--- config.mk ---
export PLATFORM = sky130hd
export DESIGN_NAME = dispwr_ctrl
export DESIGN_NICKNAME = d
export VERILOG_FILES = /design/src/rtl/dispwr_pkg.sv /design/src/rtl/dw_strobe_sync.sv /design/src/rtl/dw_cmd_latch.sv /design/src/rtl/dw_seq_ctr.sv /design/src/rtl/dw_char_mem.sv /design/src/rtl/dispwr_ctrl.sv
export SDC_FILE = /design/constraint.sdc
export NUM_CORES = 1
export LEC_CHECK = 0
export ABC_CLOCK_PERIOD_IN_PS = 2600
export BUFFER_PORTS_ARGS = -buffer_cell sky130_fd_sc_hd__clkbuf_2
export CORE_MARGIN = 5
export CORE_UTILIZATION = 32
export CTS_BUF_LIST = sky130_fd_sc_hd__clkbuf_4 sky130_fd_sc_hd__clkbuf_8 sky130_fd_sc_hd__clkbuf_16
export CTS_CLUSTER_SIZE = 30
export DETAILED_ROUTE_END_ITERATION = 10
export PLACE_DENSITY = 0.52
export SLEW_MARGIN = 20
export SYNTH_ARGS = -nofsm -noshare
export SYNTH_HDL_FRONTEND = slang
export SYNTH_SLANG_ARGS = --single-unit
--- constraint.sdc ---
create_clock -name clk -period 2.6 [get_ports clk]
set_input_delay 0.26 -clock clk [delete_from_list [all_inputs] [get_ports clk]]
set_output_delay 0.26 -clock clk [all_outputs]
set_load 0.01 [all_outputs]
--- src/rtl/dispwr_pkg.sv ---
package dispwr_pkg;
    localparam int unsigned CHARS  = 8;
    localparam int unsigned CODE_W = 6;
    localparam int unsigned ADDR_W = $clog2(CHARS);

    typedef logic [CODE_W-1:0] code_t;
    typedef logic [ADDR_W-1:0] addr_t;

    localparam code_t BLANK_CODE = code_t'(1 << (CODE_W - 1));
    localparam addr_t LAST_SLOT  = addr_t'(CHARS - 1);

    typedef enum logic {
        WM_RANDOM = 1'b0,
        WM_SEQ    = 1'b1
    } wmode_e;

    typedef struct packed {
        wmode_e mode;
        addr_t  addr;
        logic   sen;
    } cmd_t;

    function automatic addr_t next_slot(addr_t a);
        return (a == LAST_SLOT) ? '0 : a + addr_t'(1);
    endfunction
endpackage

--- src/rtl/dw_strobe_sync.sv ---
module dw_strobe_sync #(
    parameter int unsigned STAGES = 2
) (
    input  logic clk,
    input  logic rst,
    input  logic wr_n,
    input  logic cs_n,
    input  logic cs_en,
    output logic start_p,
    output logic end_p
);
    logic              raw;
    logic [STAGES-1:0] sh;
    logic              last;

    assign raw = ~wr_n & ~cs_n & cs_en;

    always_ff @(posedge clk) begin
        if (rst) begin
            sh   <= '0;
            last <= 1'b0;
        end else begin
            sh   <= {sh[STAGES-2:0], raw};
            last <= sh[STAGES-1];
        end
    end

    assign start_p = sh[STAGES-1] & ~last;
    assign end_p   = ~sh[STAGES-1] & last;
endmodule

--- src/rtl/dw_cmd_latch.sv ---
module dw_cmd_latch
    import dispwr_pkg::*;
(
    input  logic  clk,
    input  logic  rst,
    input  logic  start_p,
    input  logic  mode_in,
    input  addr_t addr_in,
    output cmd_t  cmd
);
    always_ff @(posedge clk) begin
        if (rst) begin
            cmd.mode <= WM_RANDOM;
            cmd.addr <= '0;
            cmd.sen  <= 1'b0;
        end else if (start_p) begin
            cmd.mode <= wmode_e'(mode_in);
            if (mode_in) cmd.sen  <= addr_in[0];
            else         cmd.addr <= addr_in;
        end
    end
endmodule

--- src/rtl/dw_seq_ctr.sv ---
module dw_seq_ctr
    import dispwr_pkg::*;
(
    input  logic  clk,
    input  logic  rst,
    input  logic  clr_a,
    input  logic  end_p,
    input  cmd_t  cmd,
    output addr_t slot,
    output logic  full,
    output logic  seq_wr
);
    assign seq_wr = end_p & (cmd.mode == WM_SEQ) & cmd.sen & ~full;

    always_ff @(posedge clk or posedge clr_a) begin
        if (clr_a) begin
            slot <= '0;
            full <= 1'b0;
        end else if (rst) begin
            slot <= '0;
            full <= 1'b0;
        end else if (seq_wr) begin
            slot <= next_slot(slot);
            if (slot == LAST_SLOT) full <= 1'b1;
        end
    end
endmodule

--- src/rtl/dw_char_mem.sv ---
module dw_char_mem
    import dispwr_pkg::*;
(
    input  logic  clk,
    input  logic  rst,
    input  logic  clr_a,
    input  logic  we,
    input  addr_t waddr,
    input  code_t wdata,
    input  addr_t raddr,
    output code_t rdata
);
    code_t mem [CHARS];

    for (genvar g = 0; g < CHARS; g++) begin : g_slot
        always_ff @(posedge clk or posedge clr_a) begin
            if (clr_a)                           mem[g] <= BLANK_CODE;
            else if (rst)                        mem[g] <= BLANK_CODE;
            else if (we && waddr == addr_t'(g))  mem[g] <= wdata;
        end
    end

    assign rdata = mem[raddr];
endmodule

--- src/rtl/dispwr_ctrl.sv ---
module dispwr_ctrl
    import dispwr_pkg::*;
#(
    parameter int unsigned SYNC_STAGES = 2
) (
    input  logic        clk,
    input  logic        rst,
    input  logic        wr_n,
    input  logic        cs_n,
    input  logic        cs_en,
    input  logic        mode_in,
    input  logic [2:0]  addr_in,
    input  logic [5:0]  data_in,
    input  logic [2:0]  rd_addr,
    output logic [5:0]  rd_data,
    output logic        full_out,
    output logic        full_oe
);
    logic  start_p, end_p;
    cmd_t  cmd;
    addr_t slot;
    logic  seq_full, seq_wr, rnd_wr, we, clr_a, mode_seq;
    addr_t waddr;

    dw_strobe_sync #(.STAGES(SYNC_STAGES)) u_sync (
        .clk(clk), .rst(rst), .wr_n(wr_n), .cs_n(cs_n), .cs_en(cs_en),
        .start_p(start_p), .end_p(end_p)
    );

    dw_cmd_latch u_cmd (
        .clk(clk), .rst(rst), .start_p(start_p), .mode_in(mode_in),
        .addr_in(addr_in), .cmd(cmd)
    );

    assign mode_seq = (cmd.mode == WM_SEQ);
    assign clr_a    = mode_seq & ~addr_in[1];

    dw_seq_ctr u_ctr (
        .clk(clk), .rst(rst), .clr_a(clr_a), .end_p(end_p), .cmd(cmd),
        .slot(slot), .full(seq_full), .seq_wr(seq_wr)
    );

    assign rnd_wr = end_p & ~mode_seq;
    assign we     = rnd_wr | seq_wr;
    assign waddr  = mode_seq ? slot : cmd.addr;

    dw_char_mem u_mem (
        .clk(clk), .rst(rst), .clr_a(clr_a), .we(we), .waddr(waddr),
        .wdata(data_in), .raddr(rd_addr), .rdata(rd_data)
    );

    assign full_oe  = mode_seq;
    assign full_out = seq_full & mode_seq;
endmodule

== Word-level counts from Yosys, hierarchy flattened ==
Cells that the tools add are included.

* Add/sub/neg operators: 1
* Div/mod/pow operators: 0
* Magnitude comparators: 1
* Bitwise operators: 20
* Multiplexer cells: 26
* Multipliers: 0
* Shifts and indexed selects: 0
* Eq/ne operators: 8
* Reduce and logical (&&, ||, !) cells: 22

{| class="wikitable"
|+ Operators by type and width
! cell !! number
|-
| two-way mux 6 bit || 18
|-
| nonzero test 2 bit || 10
|-
| binary-select mux 6 bit (select 3 bit) || 1
|-
| equality test 3 bit, second input constant || 5
|-
| two-way mux 3 bit || 4
|-
| AND 1 bit || 10
|-
| logical AND 1 bit || 8
|-
| NOT 1 bit || 8
|-
| equality test 3 x 2 -> 1 bit, second input constant || 2
|-
| AND reduction 2 bit || 3
|-
| greater-or-equal comparator 4 bit, second input constant || 1
|-
| NOT 3 -> 4 bit || 1
|-
| adder 3 x 1 -> 3 bit, second input constant || 1
|-
| equality test 3 x 1 -> 1 bit, second input constant || 1
|-
| zero test 3 bit || 1
|-
| two-way mux 1 bit || 3
|-
| OR 1 bit || 1
|}

* Output and inout bits: 8
* Logic and storage cells: 93
* Register bits after elaboration: 60
* Bits of input ports: 18
* Memory bits (writable): 0
* Memories: 0
* Latch bits: 0
* Bits in read-only memories: 0

== Longest topological paths before layout ==
Gate-level depths: netlist (run 1).

* Depth after elaboration: 9
* Depth in mapped cells: 6

== Cells and area by module ==
A second synthesis (run 1) with hierarchy kept.

* Cells, all modules: 247
* Area total of the unflattened synthesis: 3,065.4 um2

{| class="wikitable"
|+ Modules (own cells, without submodules)
! module !! area an instance (um2) !! instances !! cells each
|-
| dw_char_mem || 2,439.8 || 1 || 192
|-
| dw_seq_ctr || 234.0 || 1 || 20
|-
| dw_cmd_latch || 230.2 || 1 || 20
|-
| dw_strobe_sync || 105.1 || 1 || 8
|-
| dispwr_ctrl || 56.3 || 1 || 7
|}

== Worst setup path before layout (run 1) ==
Ideal clock, no wire load.

* Path kind: register to register
* Start: reg u_cmd.cmd[4] (netlist name)
* End: reg u_mem.mem[23] (netlist name)
* Cell stages (with the launch flop): 6
* Library setup time: 0.075 ns
* Clock period less this slack: 1.679 ns
* Data arrival time: 1.604 ns
* Slack: 0.921 ns
* Cells stage by stage: dfxtp_1 mux2_4 a211oi_2 and2_1 buf_6 mux2i_1

* Cells in the longest elaborated chain, start to end: 6
* Elaborated cells on any way between the ends: 10
* Classes of those cells: eq/ne: 1; mux: 1; bitwise: 6; reduce/logical: 2

{| class="wikitable"
|+ RTL lines
! what !! line !! text
|-
| AND 1 bit (3 in series) || dw_seq_ctr.sv:13 || <nowiki>assign seq_wr = end_p & (cmd.mode == WM_SEQ) & cmd.sen & ~full;</nowiki>
|-
| OR 1 bit || dispwr_ctrl.sv:44 || <nowiki>assign we = rnd_wr | seq_wr;</nowiki>
|-
| logical AND 1 bit (*) || dw_char_mem.sv:19 || <nowiki>else if (we && waddr == addr_t'(g)) mem[g] <= wdata;</nowiki>
|-
| nonzero test 2 bit (no line) (*) || - ||
|-
| end signal, assigned by index || dw_char_mem.sv:19 ||
|-
| end, declared || dw_char_mem.sv:13 || <nowiki>code_t mem [CHARS];</nowiki>
|}

Mark *: on every way between the ends. The rest lies on a longest branch, timed or not.
A chain may end at the register's enable or synchronous reset.

== Final worst setup path (run 1) ==
* Start: in rd_addr[0]
* End: out rd_data[0]

* Cells in the longest elaborated chain, start to end: 4

{| class="wikitable"
|+ RTL lines
! what !! line !! text
|-
| start, declared || dispwr_ctrl.sv:14 || <nowiki>input logic [2:0] rd_addr,</nowiki>
|-
| NOT 3 -> 4 bit (not written as such) || dw_char_mem.sv:23 || <nowiki>assign rdata = mem[raddr];</nowiki>
|-
| binary-select mux 6 bit (select 3 bit) || dw_char_mem.sv:23 ||
|-
| two-way mux 6 bit (not written as such) (2 in series) || dw_char_mem.sv:23 ||
|-
| end, declared || dispwr_ctrl.sv:15 || <nowiki>output logic [5:0] rd_data,</nowiki>
|}

Every way passes these cells. The select of a mux whose other input is x is not followed.

==> metrics.txt, run 1 <==
power density of the placed cells=about 560 nW/um^2; Seq cells post-synth=60; cell at the root of the clock tree=clkbuf_8; number of antenna diodes=0; final global-route overflow total=0; average wire per standard cell=around 17 um; deepest clock path buffer count=2; max-cap check violation count=0; drt first pass iters=5; startpoint of the worst register-to-register path=u_ctr.slot[1]; RSZ-0062 raised after global routing=no; signal arrival time at the worst endpoint=1660 ps; synthesized net count=about 280; IO buf count=25; routed length on met3=between 150 and 200 um; number of warning messages in the yosys log=0; number of global-route vias before repair=2001; wire length on met2=3.314 mm; number of vias after detailed routing=about 1900; count of distinct cell types in the synthesized netlist=30; WL met1=~3.2 mm; number of DRC violations after detailed-routing iteration 0=84; overall routing resource usage=0.1280; Mapped Avg Cell Area=approximately 12 um^2; result of the run=complete, no violations; maximum number of pins on one net before global-route repair=35; horizontal die dimension=about 110 um; detailed-placement wirelength estimate=between 4 and 5 mm; layout cells sized above 1=0.2877; share of the synthesized area in the top cell type=0.3583; peak supply drop=0.3725 mV; overall die height=approximately 110 um; count of final hold-check violations=0; cell count after synthesis=256; Starting Density=0.3310; sequential cell area fraction in the yosys report=0.4788; required time at the worst-slack endpoint=about 2300 ps; initial antenna violation count=0; post-CTS setup repair buffer count=0; Tightest Pin Transition=just over 600 ps; net count reported at finish=300; Post-synth EDFFs=0; cell taking the most area after synthesis=dfrtp_1; max-slew violation total from the final report=0; leading cell types by count after synthesis=mux2i_1 (53), nand2b_1 (50), dfrtp_1 (44), nor2_1 (17), mux4_2 (12); total wire length=6.840 mm; largest clock skew in the final design=9.299 ps; area of the placeable core=approximately 9300 um^2; Std-Cell Rows=35; PnR Total Power=0.001973 W; Final setup viols=0; DRC violation count after routing=0; depth of the most critical reg-to-reg path=4; H-tree depth=3; clock slew at the register clock pins of the worst setup and hold paths=80 ps; Leakage=1.751 nW; number of gates resized after CTS=0; Reg2Reg Capture Point=u_mem.mem[19]; cell area after synthesis=a little over 3000 um^2; wire length of the first global-routing pass=around 11 mm; kind of path behind the tightest hold check=in2async; GP Congestion=0.7145; most frequently used cell type in the post-synthesis netlist=mux2i_1; fmax=around 520 MHz; Setup Total Neg Slack=0 ps; number of buffers created by CTS=9; shortest period the worst path allows=~1900 ps; commonest register cell after synthesis=dfrtp_1; type of the worst setup path=in2out; async set-or-reset flop fraction in the synthesized netlist=0.8667; kind of capture point of the worst setup path=output pin; number of top-level pins=26; synth-to-layout area growth=15.55%; Area contributors post-synth=dfrtp_1 (36%), mux2i_1 (17%), nand2b_1 (10%); cts hold-fix bufs=0; later-pin clock latency in the skew report=340 ps; via density per instance=4.681; relative slew slack=0.5855; crit path max fanout=12; clock tree sinks=60; Layout fillers=around 950; die area=approximately 12000 um^2; post-detailed-route count of antenna-violating nets=0; post-route fraction of the period consumed by the critical path=0.7393; Critical Path Start Type=input port; CTS tree=yes; register-to-register setup slack=between 700 and 800 ps; uppermost routed layer=met4
how the worst max path moves through the flow:
stage / to / slack, ps / cells past startpoint / start
2_1_floorplan: u_ctr.full / 450 / 2 / u_cmd.cmd[4]
3_3_place_gp: rd_data[1] / 680 / 4 / rd_addr[0]
3_5_place_dp: rd_data[0] / 650 / 4 / rd_addr[0]
4_1_cts: rd_data[0] / 650 / 4 / rd_addr[0]
5_1_grt: rd_data[0] / 600 / 4 / rd_addr[0]
6_report: rd_data[0] / 680 / 4 / rd_addr[0]
cells in the final DEF (no fill, tap or decap):
| master | n |
|---|---|
| a21oi_1 | 5 |
| clkbuf_8 | 11 |
| a211oi_4 | 1 |
| dfstp_2 | 8 |
| bufinv_16 | 2 |
| nand2b_1 | 49 |
| ha_1 | 2 |
| inv_1 | 1 |
| nand2_1 | 4 |
| a21o_1 | 1 |
| nor2_1 | 17 |
| dfrtp_1 | 44 |
| buf_4 | 5 |
| nor3_1 | 1 |
| and2_1 | 2 |
| nand2b_2 | 1 |
| clkinv_2 | 2 |
| clkinv_1 | 1 |
| o21ai_0 | 5 |
| a211oi_2 | 1 |
| nand2_2 | 7 |
| o31ai_1 | 1 |
| nand3b_1 | 3 |
| nand3_1 | 1 |
| mux2_4 | 1 |
| mux2i_1 | 53 |
| clkbuf_2 | 25 |
| mux2_2 | 6 |
| nor4b_1 | 1 |
| nor2b_1 | 3 |
| and4b_1 | 1 |
| dfxtp_1 | 8 |
| mux4_2 | 12 |
critical path, cell delays in order:
cell      delay [ps]
clkbuf_2         400
mux4_2           570
mux2_2           290
clkbuf_2         130
state kept, by name, summed over array words and instances (netlist names):
signal	cells
u_mem.mem	48
u_cmd.cmd	5
u_sync.last	1
u_sync.sh	2
u_ctr.full	1
u_ctr.slot	3
area by class of cell:
type / count / area, um^2 / area share
multi-input combinational: 178 / 1526 / 0.4299
sequential: 60 / 1471 / 0.4144
timing repair buffer: 30 / 162.7 / 0.04581
tap: 129 / 161.4 / 0.04545
clock buffer: 11 / 151.4 / 0.04264
clock inverter: 5 / 73.82 / 0.02079
inverter: 1 / 3.754 / 0.001057
layer usage:
layer	vias to the layer above	GRT usage
li1	938	-
met1	961	0.1705
met2	28	0.2052
met3	11	0.01910
met4	0	0.05951
met5	-	0
cell families after synthesis:
logic type / synth area share
and+or+nand+nor: 0.1686
muxes: 0.2875
DFF: 0.4788
buffers and inverters: 0.02524
AOI/OAI and AO/OA: 0.03176
adders and majority gates: 0.008142
stage by stage:
step / setup WS (ps) / area (um^2) / instances / hold slack [ps] / utilization
after floorplan: 453.6 / 3073 / 256 / 337.3 / -
after global placement: 675.8 / 3326 / 398 / 417.7 / 0.3582
after detailed placement: 646.5 / 3326 / 398 / 427.2 / 0.3582
after CTS: 645.5 / 3551 / 414 / 69.46 / 0.3825
after global routing: 598.4 / 3551 / 414 / 80.84 / 0.3825
final: 677.9 / 3551 / 414 / 59.78 / 0.3825
where the power goes:
group	switching (W)	leakage (nW)	total [W]	internal [W]
clock network	0.000366	0.117	0.000952	0.000586
registers	0.00000146	0.778	0.000935	0.000934
logic	0.0000496	0.855	0.0000860	0.0000364
No activity file was read; power rests on OpenSTA's default activity.
==> run 2, diff against run 1 <==
- ABC_AREA: default -> 1
- ABC_CLOCK_PERIOD_IN_PS: 2600 -> 1800
- clock period: 2.6 -> 1.8 ns (I/O delays scaled with it)
==> metrics.txt, run 2 <==
result of the run=complete, no violations; most frequently used cell type in the post-synthesis netlist=nand2_1; routed length on met3=446 um (+180%); uppermost routed layer=met4; area of combinational cells with multiple inputs=1603 um^2 (+5.0%); sequential cell area fraction in the yosys report=0.4490 (-0.02980); IO buf count=25 (unchanged); max-cap check violation count=0 (unchanged); overall routing resource usage=0.1486 (+0.02060); layout cells sized above 1=0.2242 (-0.06354); max-slew violation total from the final report=0 (unchanged); Area contributors post-synth=dfrtp_1 (34%), nand3_1 (12%), nand2_1 (12%); required time at the worst-slack endpoint=1620 ps (-720 ps); registers with the most flip-flops=u_mem.mem (48), u_cmd.cmd (5), u_ctr.slot (3); clock tree sinks=60 (unchanged); cell at the root of the clock tree=clkbuf_8; Cell Chain, Critical Path=nor2_1 -> nor2_1 -> o21ai_0 -> o21ai_1 -> nand2_1 -> nand2_1 -> clkbuf_2; commonest cells after routing, fill and taps aside=nand2_1 (103), nand3_1 (79), dfrtp_1 (44), nor2_1 (43), o21ai_0 (42); dpl cell area=3560 um^2 (+7.0%); wire length of the first global-routing pass=14.80 mm (+31%); area of all placed cells without fillers=3815 um^2 (+7.4%); Seq cells post-synth=60 (unchanged); detailed-placement wirelength estimate=6.061 mm (+31%); commonest register cell after synthesis=dfrtp_1; fmax=just over 600 MHz; Tightest Pin Transition=460.0 ps (-161.8 ps); WL met1=4.025 mm (+24%); CTS tree=yes; number of antenna diodes=0 (unchanged); final cell utilization of the core=0.3763 (-0.006200); async set-or-reset flop fraction in the synthesized netlist=0.8667 (unchanged); count of distinct cell types in the synthesized netlist=29 (-3.3%); number of DRC violations after detailed-routing iteration 0=127 (+51%); post-route fraction of the period consumed by the critical path=0.9158; number of top-level pins=26 (unchanged); synthesized net count=439 (+59%); Final setup viols=0 (unchanged); via density per instance=4.880 (+4.2%); flip-flop count of the largest register after layout=48 (unchanged); kind of path behind the tightest hold check=in2reg; most common cell after layout, fill and taps aside=nand2_1; Post-synth EDFFs=0 (unchanged); signal arrival time at the worst endpoint=1470 ps (-190 ps); number of global-route vias before repair=2949 (+47%); post-CTS setup repair buffer count=0 (unchanged); initial antenna violation count=0 (unchanged); crit path max fanout=2 (-10); synth-to-layout area growth=16.42%; cell taking the most area after synthesis=dfrtp_1; GP Congestion=0.8146 (+14%); overall die height=111.2 um (+3.0%); number of buffers created by CTS=9 (unchanged); drt first pass iters=4 (-1); relative slew slack=0.6933 (+0.1079); area occupied by registers=1471 um^2 (unchanged); largest clock skew in the final design=6.591 ps (-2.708 ps); register bank with the most flops=u_mem.mem; count of final hold-check violations=0 (unchanged); DRC violation count after routing=0 (unchanged); final hold slack=136.6 ps (+76.77 ps); later-pin clock latency in the skew report=340 ps (about the same); Starting Density=0.3232 (-0.007784); total wire length=8.742 mm (+28%); Layout fillers=1062 (+12%); Worst Hold Depth=3; depth of the most critical reg-to-reg path=8 (+4); Critical Path Start Type=register; cell area after synthesis=3277 um^2 (+6.6%); deepest clock path buffer count=2 (unchanged); shortest period the worst path allows=around 1600 ps; number of warning messages in the yosys log=0 (unchanged); Leakage=1.985 nW (+13%); power density of the placed cells=829.1 nW/um^2 (+49%); die area=12360 um^2 (+6.0%); peak supply drop=0.4033 mV (+8.3%); type of the worst setup path=reg2out; average wire per standard cell=14.79 um (-10%); kind of capture point of the worst setup path=output pin; maximum number of pins on one net before global-route repair=53 (+51%); number of vias after detailed routing=2884 (+49%); clock slew at the register clock pins of the worst setup and hold paths=70 ps (about the same); final global-route overflow total=0 (unchanged); Std-Cell Rows=37 (+5.7%); Setup Total Neg Slack=0 ps (unchanged); cell with the largest stage delay on the worst path=dfstp_2; worst stage delay on the critical path=550 ps (-20 ps); wire length on met2=4.110 mm (+24%); RSZ-0062 raised after global routing=no; share of the synthesized area in the top cell type=0.3360 (-0.02230); leading cell types by count after synthesis=nand2_1 (103), nand3_1 (79), dfrtp_1 (44), nor2_1 (43), o21ai_0 (43); Mapped Avg Cell Area=7.821 um^2 (-35%); post-detailed-route count of antenna-violating nets=0 (unchanged); H-tree depth=3 (unchanged); net count reported at finish=470 (+57%); horizontal die dimension=111.2 um (+3.0%); cell count after synthesis=419 (+64%); area of the placeable core=10140 um^2 (+9.2%)
## run 2: cell count changes in the layout (fill, tap and decap cells not counted), sizes merged, moves of 19 or more
cell	delta
mux2i	-53
inv	+19
nand3	+78
nand2b	-50
nand2	+117
nor2	+35
o21ai	+39
## run 2: path summary, 6_finish.rpt
kind / startpoint / endpoint / slack [ps]
max in group asynchronous: u_cmd.cmd[4] / u_mem.mem[47] / 910
worst min-delay path: addr_in[2] / u_cmd.cmd[3] / 140
worst max register to register: u_cmd.cmd[4] / u_mem.mem[18] / 320
worst max-delay path: u_mem.mem[23] / rd_data[5] / 150
min in group asynchronous: addr_in[1] / u_mem.mem[38] / 480
worst min register to register: u_sync.sh[0] / u_sync.sh[1] / 420
## run 2: cell type report
type,instances,area share
inverters,20,0.01968
clock buffers,10,0.03608
repair buffers,40,0.07084
flip-flops and latches,60,0.3857
well taps,136,0.04460
clock inverters,6,0.02296
multi-input cells,319,0.4201
## run 2: cells by family (layout without fill, tap and decap cells)
kind of cell	count (synthesis)	in the layout	share of synthesized area
buffers and inverters	40	76	0.06185
DFF	60	60	0.4490
and+or+nand+nor	266	266	0.3971
adders and majority gates	2	2	0.007635
AOI/OAI and AO/OA	51	51	0.08438
## run 2: through the flow
step	instances	setup slack, ps	power, W
after detailed placement	572	314.1	0.001786
after floorplan	419	518.7	0.001663
after global routing	591	17.59	0.003290
final	591	151.6	0.003163
after CTS	591	123.9	0.003198
after global placement	572	337.0	0.001785
## run 2: report_power, final
part	leakage, nW	internal [W]	total, W	switching [W]
logic	1.13	0.000115	0.000317	0.000202
clock network	0.105	0.000814	0.00140	0.000585
registers	0.754	0.00141	0.00145	0.0000374
## run 2: timing repair
item                                    4_1_cts  5_1_grt
endpoints found under the hold margin        45        0
hold buffers                                  3        0
endpoints found under the setup margin        0        1
resized for setup                             0        1
## run 2: critical path: cells and delay by family (launching register included)
kind	cells	cell delay [ps]
flops	1	550
simple gates	4	240
compound gates	2	210
buf+inv	1	120
## run 2: metal layers
metal | global-route usage | vias up
met5 | 0 | -
met1 | 0.1922 | 1359
met3 | 0.03548 | 12
met4 | 0.05434 | 0
met2 | 0.2413 | 81
li1 | - | 1432
==> run 3, diff against run 2 <==
- ABC_AREA: 1 -> default
==> metrics.txt, run 3 (synthesis results as in run 1) <==
result of the run=complete, no violations; Critical Path Start Type=register; registers with the most flip-flops=u_mem.mem (48), u_cmd.cmd (5), u_ctr.slot (3); Worst Hold Depth=3 (unchanged); overall routing resource usage=0.1357 (-0.01281); horizontal die dimension=108.0 um (-2.9%); total wire length=7.164 mm (-18%); flip-flop count of the largest register after layout=48 (unchanged); final global-route overflow total=0 (unchanged); relative slew slack=0.6411 (-0.05225); clock tree sinks=60 (unchanged); overall die height=108.0 um (-2.9%); signal arrival time at the worst endpoint=1610 ps (+140 ps); Hold Path Sink=u_cmd.cmd[3]; post-detailed-route count of antenna-violating nets=0 (unchanged); register-to-register setup slack=210 ps (-110 ps); area of the placeable core=9284 um^2 (-8.4%); H-tree depth=3 (unchanged); drt first pass iters=5 (+1); maximum number of pins on one net before global-route repair=29 (-45%); clock slew at the register clock pins of the worst setup and hold paths=70 ps (about the same); max-cap check violation count=0 (unchanged); Std-Cell Rows=35 (-5.4%); layout cells sized above 1=0.3098 (+0.08559); Starting Density=0.3310 (+0.007784); via density per instance=4.723 (-3.2%); worst setup slack before clock tree synthesis=201.2 ps (-112.8 ps); fmax=558.9 MHz (-7.9%); RSZ-0062 raised after global routing=yes; startpoint of the worst register-to-register path=u_ctr.full; required time at the worst-slack endpoint=1620 ps (about the same); number of DRC violations after detailed-routing iteration 0=88 (-31%); hold path start=addr_in[2]; worst-case setup margin in the final layout=10.66 ps (-140.9 ps); IO buf count=25 (unchanged); post-route fraction of the period consumed by the critical path=0.9941 (+0.07830); final hold slack=90.30 ps (-46.26 ps); cell with the largest stage delay on the worst path=mux4_2; number of vias after detailed routing=2012 (-30%); power density of the placed cells=725.9 nW/um^2 (-12%); initial antenna violation count=0 (unchanged); kind of path behind the tightest hold check=in2reg; wire length of the first global-routing pass=11.95 mm (-19%); average wire per standard cell=16.82 um (+14%); number of buffers created by CTS=9 (unchanged); synth-to-layout area growth=20.11%; worst stage delay on the critical path=470 ps (-80 ps); detailed-placement wirelength estimate=4.904 mm (-19%); Final setup viols=0 (unchanged); GP Congestion=0.7380 (-9.4%); CTS tree=yes; number of global-route vias before repair=2078 (-30%); number of top-level pins=26 (unchanged); most common cell after layout, fill and taps aside=mux2i_1; die area=11660 um^2 (-5.7%); peak supply drop=0.3066 mV (-24%); Leakage=1.834 nW (-7.6%); depth of the most critical reg-to-reg path=4 (-4); DRC violation count after routing=0 (unchanged); register bank with the most flops=u_mem.mem; net count reported at finish=312 (-34%); count of final hold-check violations=0 (unchanged); largest clock skew in the final design=10.54 ps (+3.948 ps); number of antenna diodes=0 (unchanged); Cell Chain, Critical Path=mux4_2 -> mux2_4 -> buf_6; crit path max fanout=2 (unchanged); final cell utilization of the core=0.3976 (+0.02129); type of the worst setup path=reg2out; Tightest Pin Transition=536.4 ps (+76.39 ps); cell at the root of the clock tree=clkbuf_8; shortest period the worst path allows=1789 ps (+140.9 ps); deepest clock path buffer count=2 (unchanged); max-slew violation total from the final report=0 (unchanged); later-pin clock latency in the skew report=330 ps (about the same); Reg2Reg Capture Point=u_mem.mem[31]; kind of capture point of the worst setup path=output pin; commonest cells after routing, fill and taps aside=mux2i_1 (53), nand2b_1 (49), dfrtp_1 (44), clkbuf_2 (19), nor2_1 (17)
run 3: cell count changes in the layout (fill, tap and decap cells not counted), moves of 17 or more:
cell	before	now
nor2_1	43	17
nand2_1	103	4
o21ai_0	42	5
nand2b_1	0	49
mux2i_1	0	53
inv_1	18	1
nand3_1	79	1
run 3: routing by layer:
layer,GRT usage,vias up,part of all wire
met2,0.2003,21,0.47
met3,0.01970,11,0.013
met5,0,-,0
li1,-,963,-
met1,0.1962,1017,0.49
met4,0.06312,0,0.020
run 3: cell type report:
cell class	instances	area (um^2)
multi-input cells	178	1549
inverters	1	3.754
clock buffers	14	185.2
fillers	949	5593
repair buffers	42	310.3
flip-flops and latches	60	1471
clock inverters	2	10.01
well taps	129	161.4
run 3: worst max path at each step:
stage	depth (start not counted)	startpoint	to
floorplan	5	u_cmd.cmd[4]	u_mem.mem[23]
detailed placement	5	u_cmd.cmd[4]	u_mem.mem[13]
CTS	3	u_mem.mem[0]	rd_data[0]
global placement	5	u_cmd.cmd[4]	u_mem.mem[44]
global route	3	u_mem.mem[33]	rd_data[3]
finish	3	u_mem.mem[33]	rd_data[3]
run 3: worst max-delay path, delay by kind of cell, from the launching register on:
family                 cells  cell delay, ps
DFF                        1             400
muxes                      2             760
buffers and inverters      1             120
run 3: power by group:
group	total (W)	internal (W)	switching (W)
sequential	0.00135	0.00135	0.00000229
combinational	0.000139	0.0000632	0.0000755
clock	0.00119	0.000664	0.000525
total	0.00268	0.00208	0.000603
run 3: metrics by stage:
| step | power (W) | std cells | setup TNS [ps] | area [um^2] |
|---|---|---|---|---|
| floorplan | 0.001458 | 256 | 0 | 3075 |
| global placement | 0.001511 | 403 | 0 | 3376 |
| detailed placement | 0.001511 | 403 | 0 | 3376 |
| CTS | 0.002712 | 422 | -20.96 | 3616 |
| global route | 0.002785 | 426 | -166.6 | 3691 |
| finish | 0.002679 | 426 | 0 | 3691 |
run 3: timing repair:
action | CTS | global route
setup buffers | 0 | 4
hold buffers | 3 | 0
resized for setup | 4 | 14
endpoints found under the hold margin | 35 | 0
endpoints found under the setup margin | 6 | 6
